### config.mk
export PLATFORM = sky130hd
export DESIGN_NAME = booth_seq_ctrl
export DESIGN_NICKNAME = d
export VERILOG_FILES = /design/src/rtl/booth_seq_pkg.sv /design/src/rtl/booth_seq_next.sv /design/src/rtl/booth_seq_decode.sv /design/src/rtl/booth_seq_ctrl.sv
export SDC_FILE = /design/constraint.sdc
export NUM_CORES = 1
export LEC_CHECK = 0
export BUFFER_PORTS_ARGS = -buffer_cell sky130_fd_sc_hd__buf_4
export CAP_MARGIN = 0
export CORE_AREA = 2 2 39 41
export DETAILED_ROUTE_END_ITERATION = 7
export DIE_AREA = 0 0 41 43
export GPL_ROUTABILITY_DRIVEN = 0
export HOLD_SLACK_MARGIN = 0.05
export SKIP_LAST_GASP = 1
export SLEW_MARGIN = 10
export SYNTH_ARGS = -nofsm -noshare
export SYNTH_HDL_FRONTEND = slang
export SYNTH_SLANG_ARGS = --single-unit
### constraint.sdc
create_clock -name clk_i -period 1.2 [get_ports clk_i]
set_clock_uncertainty 0.05 [all_clocks]
set_input_delay 0.18 -clock clk_i [delete_from_list [all_inputs] [get_ports clk_i]]
set_output_delay 0.18 -clock clk_i [all_outputs]
set_load 0.05 [all_outputs]
### src/rtl/booth_seq_pkg.sv
package booth_seq_pkg;
    localparam int unsigned STATE_W = 3;
    localparam int unsigned ADD_STEPS = 4;

    typedef enum logic [STATE_W-1:0] {
        ST_IDLE   = 3'b000,
        ST_LD_MC  = 3'b001,
        ST_LD_MP  = 3'b010,
        ST_ADD0   = 3'b011,
        ST_ADD1   = 3'b100,
        ST_ADD2   = 3'b101,
        ST_ADD3   = 3'b110,
        ST_FINISH = 3'b111
    } seq_state_e;

    typedef struct packed {
        seq_state_e st;
    } seq_regs_t;
endpackage

### src/rtl/booth_seq_next.sv
module booth_seq_next
    import booth_seq_pkg::*;
(
    input  seq_state_e cur_i,
    input  logic       start_i,
    output seq_state_e nxt_o
);
    always_comb begin
        unique case (cur_i)
            ST_IDLE:   nxt_o = start_i ? ST_LD_MC : ST_IDLE;
            ST_FINISH: nxt_o = start_i ? ST_LD_MC : ST_FINISH;
            default:   nxt_o = seq_state_e'(cur_i + 3'd1);
        endcase
    end
endmodule

### src/rtl/booth_seq_decode.sv
module booth_seq_decode
    import booth_seq_pkg::*;
(
    input  seq_state_e st_i,
    output logic       done_o,
    output logic       mcand_ld_o
);
    always_comb begin
        done_o     = (st_i == ST_FINISH);
        mcand_ld_o = (st_i == ST_LD_MC);
    end
endmodule

### src/rtl/booth_seq_ctrl.sv
module booth_seq_ctrl
    import booth_seq_pkg::*;
(
    input  logic               clk_i,
    input  logic               rst_i,
    input  logic               start_i,
    output logic [STATE_W-1:0] state_o,
    output logic               done_o,
    output logic               mcand_ld_o
);
    seq_regs_t  regs_d, regs_q;
    seq_state_e step_nxt;

    booth_seq_next u_next (
        .cur_i   (regs_q.st),
        .start_i (start_i),
        .nxt_o   (step_nxt)
    );

    booth_seq_decode u_dec (
        .st_i       (regs_q.st),
        .done_o     (done_o),
        .mcand_ld_o (mcand_ld_o)
    );

    always_comb begin
        regs_d = regs_q;
        if (rst_i) begin
            regs_d.st = ST_IDLE;
        end else begin
            regs_d.st = step_nxt;
        end
    end

    always_ff @(posedge clk_i) begin
        regs_q <= regs_d;
    end

    assign state_o = regs_q.st;

    // Reset dominates start.
    assert_reset_idle_R7: assert property (@(posedge clk_i)
        rst_i |=> (state_o == 3'b000));

    assert_idle_hold_R2: assert property (@(posedge clk_i) disable iff (rst_i)
        (regs_q.st == ST_IDLE && !start_i) |=> (state_o == 3'b000));

    assert_idle_go_R3: assert property (@(posedge clk_i) disable iff (rst_i)
        (regs_q.st == ST_IDLE && start_i) |=> (state_o == 3'b001));

    assert_mid_advance_R4: assert property (@(posedge clk_i) disable iff (rst_i)
        (regs_q.st != ST_IDLE && regs_q.st != ST_FINISH)
        |=> (state_o == $past(state_o) + 3'd1));

    assert_finish_hold_R5: assert property (@(posedge clk_i) disable iff (rst_i)
        (regs_q.st == ST_FINISH && !start_i) |=> done_o);

    assert_finish_restart_R6: assert property (@(posedge clk_i) disable iff (rst_i)
        (regs_q.st == ST_FINISH && start_i) |=> (mcand_ld_o && !done_o));

    assert_flags_excl_R8: assert property (@(posedge clk_i) disable iff (rst_i)
        $onehot0({done_o, mcand_ld_o}));

    assert_done_fall_R9: assert property (@(posedge clk_i) disable iff (rst_i)
        $fell(done_o) |-> ($past(state_o) == 3'b111));
endmodule

# Word-level counts from Yosys, hierarchy flattened

Index checks and enable logic that the tools add are counted.

Latch bits: 0
Word-level logic and storage cells: 8
Memory bits (read-only): 0
Memories: 0
RAM bits: 0
Input bits: 3
Bits in registers: 3

$mul: 0
Divide/modulo/power cells: 0
Equality and inequality tests: 2
$lt $le $gt $ge: 0
$add $sub $neg: 1
Multiplexer cells: 3
Bitwise gates (word level): 0
Reductions and logical operators: 1
Shift operators: 0

Operators with widths:

| cell                  | number |
|---|---|
| $pmux W3 S2           | 1 |
| $add A3 B1 Y3 const B | 1 |
| $eq A3 B1 Y1 const B  | 1 |
| $eq A3 B3 Y1 const B  | 1 |
| $logic_not A3 Y1      | 1 |
| $mux W3               | 1 |
| $mux W1               | 1 |

# Logic depth before layout (Yosys ltp)

Gate-level depths: netlist of run 1.

Depth in word-level cells: 2
Depth in mapped cells: 5

# Modules after synthesis

From an unflattened synthesis of run 1, not the netlist that was laid out.

Cells, all modules: 20
Area, all modules: 219.0 um^2

Modules (own cells, without submodules):

| module           | instances | cells an instance | seq. area each (um^2) | area an instance (um^2) |
|---|---|---|---|---|
| booth_seq_next   | 1         | 12                | 0.0                   | 121.4 |
| booth_seq_ctrl   | 1         | 6                 | 60.1                  | 78.8 |
| booth_seq_decode | 1         | 2                 | 0.0                   | 18.8 |

# Worst setup path after synthesis of run 1

No wires, ideal clock.

Path type: flip-flop to flip-flop
Start: register regs_q[0] (netlist: state_o[0])
End: register regs_q[1] (netlist: state_o[1])
Slack: -0.872 ns
Arrival time: 1.952 ns
Setup time: 0.070 ns
Buffers on the path: 0
Period minus slack after synthesis: 2.072 ns
Stages on the path, launching flop included: 5
Cells stage by stage: dfxtp_1 > ha_1 > ha_1 > or3b_1 > a21oi_1

Word-level cells in the longest chain between the ends: 2
Elaborated cells between the ends (all ways): 4
Classes of those cells: add/sub: 1; eq/ne: 1; mux: 1; reduce/logical: 1

Ends and longest elaborated chain:

| item                   | line                 | source |
|---|---|---|
| start, declared        | booth_seq_ctrl.sv:11 | `seq_regs_t regs_d, regs_q;` |
| start signal, assigned | booth_seq_ctrl.sv:36 | `regs_q <= regs_d;` |
| $eq A3 B3 Y1           | --                   |  |
| named net done_o       | booth_seq_ctrl.sv:8  | `output logic done_o,` |
| $pmux W3 S2            | booth_seq_next.sv:9  | `unique case (cur_i)` |

The timed path passes the listed nets, and every way through them passes these cells.
A chain may end at the register's enable or synchronous reset.

# Worst setup path in the final report of run 1

Start: register regs_q[1] (netlist: state_o[1])
End: output port mcand_ld_o

Word-level cells in the longest chain between the ends: 1

Ends and longest elaborated chain:

| item          | line                   | source |
|---|---|---|
| $eq A3 B1 Y1  | booth_seq_decode.sv:10 | `mcand_ld_o = (st_i == ST_LD_MC);` |
| end, declared | booth_seq_ctrl.sv:9    | `output logic mcand_ld_o` |

Every way passes these cells.

==> metrics, run 1 <==
Setup TNS Final -0.772 ns; FP Rows 14; crit path from state_o[1]; most frequent cells after synthesis 4 x a21oi_1, 4 x ha_1, 3 x dfxtp_1; Ys Warns 0; crit share post-route 116%; worst path cell trace inv_4 > buf_6 > ha_4 > and2b_4 > buf_8; switching power around 130 µW; RR Endpoint state_o[2]; Vias per Instance 3.65; WL/cell around 9 µm; Fmax 0.717 GHz; status finished with violations; Antenna Violating Nets Remaining 0; Post-Syn Area 188 µm²; worst slew pin tran approximately 0.19 ns; Synth Register Bits 3; final instance area ~440 µm²; unrepaired setup endpoints after global routing true; total number of vias just under 200; cell taking the most area after synthesis dfxtp_1; cts bufs inserted 3; register area share after synthesis about a third; Root Buffer clkbuf_4; Worst Hold Slack 0.0742 ns; Worst setup EP type output port; Ports 8; initial antenna violation count 0; worst rel slew slack approximately 87%; Synth Flop Type dfxtp_1; min Tclk post-route about 1.4 ns; Logic pwr share approximately a third; Die Height around 43 µm; Clock power frac 38.9%; H-tree depth 1; first-pass GRT wire length 669 µm; fin nets 46; sw frac 30.2%; share of layout cells above drive strength 1 about three quarters; placed instance area 333 µm²; drt first pass iters 1; placed wire-length estimate 343 µm; Post-synth EDFFs 0; Area Overhead vs Synth 135%; clock sinks 3; Gate Count Post-Synth 20; P_leak 0.000183 µW; largest net degree at the start of global routing 5; Hold Violations, Final 0; number of flip-flops in the largest register 3; CP Data Required Time about 0.97 ns; Clock Latency Late Sink approximately 0.23 ns; Starting Density between 10% and 20%; FF+latch area 68.8 µm²; CTS tree done; via count of the first global-routing pass about 200; top cell type's share of synthesized area between 30% and 40%; Worst Setup Start Kind flip-flop; Async SR Flop Fraction 0%; PD cells 986 nW/µm²; DRT iter0 DRCs 0; R2R Setup Slk -0.15 ns; gr usage total a little over 6%; fill count 154; Multi-input gate area between 150 and 200 µm²; Worst Setup EP mcand_ld_o; Hold WC Path Type primary input to flip-flop; Crit-path slowest cell dfxtp_4; Worst Path Max Fanout 3; Seq pwr share 26.9%; R2R depth 6; post-synth cell types 10; GRT overflow 0; Slew Viols, Final 0; DRC viols 0; CTS clk-pin slew, worst paths roughly 0.030 ns; total core area between 1000 and 1500 µm²; CTS Buffer Depth 2; top cells by area, synth dfxtp_1 32%, ha_1 27%, a21oi_1 11%; Routed WL around 490 µm; DIE AREA approximately 1800 µm²; Die Wd a little over 40 µm; crit path DAT about 1.2 ns; R2R Path Start state_o[1]; failing checks negative setup slack; # setup viols final 5; diodes inserted 0; Power, Total 436 µW; Max Cap Viol 0; fin worst setup slack -0.194 ns; VDD IR max 0.329 mV; critical path class flip-flop to output port; crit-path max cell delay roughly 0.36 ns; PortBufs 7; Post-Syn Area per Cell between 9 and 10 µm²; syn_nets 27; cell-internal power between 300 and 400 µW
## kinds of logic after synthesis
group | share of synthesized area (%)
adders and majority gates | 26.7
AOI/OAI and AO/OA | 14.7
DFF | 32.0
muxes | 5.33
and+or+nand+nor | 17.3
buffers and inverters | 4.00
## area by class of cell
type / count / share of cell area, %
flip-flops and latches: 3 / 15.6
well taps: 16 / 4.53
multi-input cells: 15 / 41.1
clock buffers: 4 / 5.95
repair buffers: 14 / 30.6
inverters: 2 / 2.27
## how the worst min path moves through the flow
stage / cells after the start / end / start / slack, ns
2_1_floorplan: 1 / state_o[1] / rst_i / 0.19
3_3_place_gp: 2 / state_o[2] / rst_i / 0.30
3_5_place_dp: 2 / state_o[1] / rst_i / 0.30
4_1_cts: 2 / state_o[1] / rst_i / 0.06
5_1_grt: 2 / state_o[1] / rst_i / 0.07
6_report: 2 / state_o[1] / rst_i / 0.07
## routing by layer
layer	vias to the layer above	global-route usage [%]	part of all wire, %
met5	-	0	0
met4	0	8.00	0
met3	0	1.57	5.3
met2	5	8.13	58
met1	86	6.73	36
li1	106	-	-
## per-stage QoR
stage	util, %	std cells	worst slack, ns
after global placement	24.1	48	-0.0900
after floorplan	-	20	-0.256
after detailed placement	24.1	48	-0.0802
after CTS	31.3	54	-0.204
final	31.9	54	-0.194
after global routing	31.9	54	-0.226
## timing repair
| action | 4_1_cts | 5_1_grt |
|---|---|---|
| pin swaps | 2 | 0 |
| setup buffers | 2 | 0 |
| endpoints found under the setup margin | 5 | 5 |
| gates resized for setup | 14 | 3 |
| hold buffers | 0 | 0 |
## power by group through the flow
stage                     clock [µW]  sequential (µW)  combinational, µW
after global routing             190              118                161
after detailed placement           0              116                114
after floorplan                    0              137               49.4
after CTS                        182              117                143
final                            170              117                149
after global placement             0              116                115
## worst max-delay path: cells and delay by family (launching register included)
kind / cells / cell delay [ns]
flip-flops: 1 / 0.36
buffers and inverters: 3 / 0.28
AND/OR/NAND/NOR: 1 / 0.16
adder cells (fa/ha/maj): 1 / 0.14
## cell usage in the layout, fill, tap and decap left out, drive strengths merged
master	n
ha	4
and2b	1
nor3b	1
dfxtp	3
nand2	2
buf	14
mux2i	1
a21oi	4
clkbuf	4
o21a	1
inv	2
or3b	1
Power figures use the tool's default switching activity.
==> run 2: changes to the inputs <==
==> constraint.sdc (replaced) <==
create_clock -name clk_i -period 1.8 [get_ports clk_i]
set_clock_uncertainty 0.05 [all_clocks]
set_input_delay 0.27 -clock clk_i [delete_from_list [all_inputs] [get_ports clk_i]]
set_output_delay 0.27 -clock clk_i [all_outputs]
set_load 0.05 [all_outputs]
==> metrics, run 2 (synthesis gave the netlist of run 1 again) <==
P_leak 0.000131 µW (-29%); number of flip-flops in the largest register 3 (unchanged); share of layout cells above drive strength 1 45.2% (-31 points); Seq pwr share 29.9% (+3.0 points); DRC viols 0 (unchanged); commonest non-fill, non-tap cells in the layout 7 x buf_4, 4 x a21oi_1, 3 x ha_1, 3 x clkbuf_4; DRT iter0 DRCs 0 (unchanged); CTS Buffer Depth 2 (unchanged); largest net degree at the start of global routing 7 (+2); final instance area 292 µm² (-34%); Setup TNS Final 0 ns (+0.772 ns); worst slew pin tran 0.288 ns (+0.0971 ns); FP Rows 14 (unchanged); Fmax 0.665 GHz; GRT overflow 0 (unchanged); PD cells 877 nW/µm² (-11%); Die Height 43 µm (unchanged); commonest non-fill, non-tap cell in the layout buf_4; Post-CTS Setup Inserts 0 (-2); Hold Violations, Final 0 (unchanged); Root Buffer clkbuf_4; initial antenna violation count 0 (unchanged); unrepaired setup endpoints after global routing false; via count of the first global-routing pass 159 (-18%); Hold Buf Count CTS 0 (unchanged); Logic pwr share 24.0% (-10 points); VDD IR max 0.223 mV (-32%); Max Cap Viol 0 (unchanged); critical path class flip-flop to output port; Vias per Instance 3.47 (-4.9%); Worst Setup Start Kind flip-flop; Slew Viols, Final 0 (unchanged); Ports 8 (unchanged); sw frac 30.6% (+0.32 points); Area Overhead vs Synth 55.3%; H-tree depth 1 (unchanged); Clock Latency Late Sink 0.23 ns (about the same); cts bufs inserted 3 (unchanged); # setup viols final 0 (-5); Worst setup EP type output port; crit-path leading delay family adder cells; WL/cell 7.85 µm (-13%); worst rel slew slack 80.2% (-6.8 points); fin nets 39 (-15%); post-place setup slack 0.406 ns (+0.486 ns); Starting Density 13.6% (unchanged); Antenna Violating Nets Remaining 0 (unchanged); gr usage total 5.11% (-1.1 points); clock sinks 3 (unchanged); cell-internal power 178 µW (-42%); crit path DAT 1.18 ns (+0.02 ns); first-pass GRT wire length 545 µm (-19%); drt first pass iters 1 (unchanged); crit share post-route 83.6%; total number of vias 163 (-17%); crit-path max cell delay 0.36 ns (about the same); fin worst setup slack 0.296 ns (+0.490 ns); total core area 1380 µm² (unchanged); worst path cell trace ha_1 > ha_2 > buf_4; Hold WC Path Type primary input to flip-flop; Die Wd 41 µm (unchanged); placed instance area 265 µm² (-20%); PortBufs 7 (unchanged); Crit-path slowest cell dfxtp_2; switching power 78.1 µW (-41%); diodes inserted 0 (unchanged); min Tclk post-route about 1.5 ns; Resize count post-CTS 0 (-14); Routed WL 369 µm (-24%); CP Buf/Inv Count 1 (-2); CTS tree done; status finished, final reports clean; CP Data Required Time 1.48 ns (+0.51 ns); placed wire-length estimate 307 µm (-10%); DIE AREA 1760 µm² (unchanged); Worst Path Max Fanout 5 (+2); CTS clk-pin slew, worst paths 0.04 ns (about the same); Clock power frac 46.2% (+7.3 points)
[run 2: per-stage QoR]
step           total power (µW)  utilization (%)  hold slack, ns  instances
4_1_cts                     264             21.1           0.154         47
6_report                    256             21.1           0.161         47
5_1_grt                     277             21.1           0.159         47
3_5_place_dp                140             19.2           0.401         43
3_3_place_gp                141             19.2           0.398         43
2_1_floorplan               121                -           0.282         20
[run 2: power by group through the flow]
stage                     clock (µW)  sequential, µW  combinational [µW]
final                            118            76.3                61.2
after global routing             133            77.3                66.7
after CTS                        125            76.4                62.5
after detailed placement           0            77.5                62.4
after global placement             0            77.1                63.5
after floorplan                    0            90.7                30.0
[run 2: cell type report]
cell class	count	area, µm²
tap	16	20.0
sequential	3	62.6
clock buffer	4	26.3
inverter	2	7.51
timing repair buffer	7	52.6
multi-input combinational	15	123
fill	164	1090
[run 2: per-layer routing]
| layer | track usage (%) | part of all wire [%] | vias to the layer above |
|---|---|---|---|
| met3 | 3.14 | 6.8 | 0 |
| met2 | 6.88 | 51 | 5 |
| met4 | 6.00 | 0 | 0 |
| met1 | 4.47 | 41 | 69 |
| li1 | - | - | 89 |
| met5 | 0 | 0 | - |
[run 2: worst paths after layout]
| path | startpoint | depth (start not counted) | end | slack, ns |
|---|---|---|---|---|
| min | rst_i | 2 | state_o[1] | 0.16 |
| max | state_o[0] | 3 | done_o | 0.30 |
| max reg2reg | state_o[0] | 4 | state_o[1] | 0.40 |
| min reg2reg | state_o[0] | 2 | state_o[0] | 0.51 |
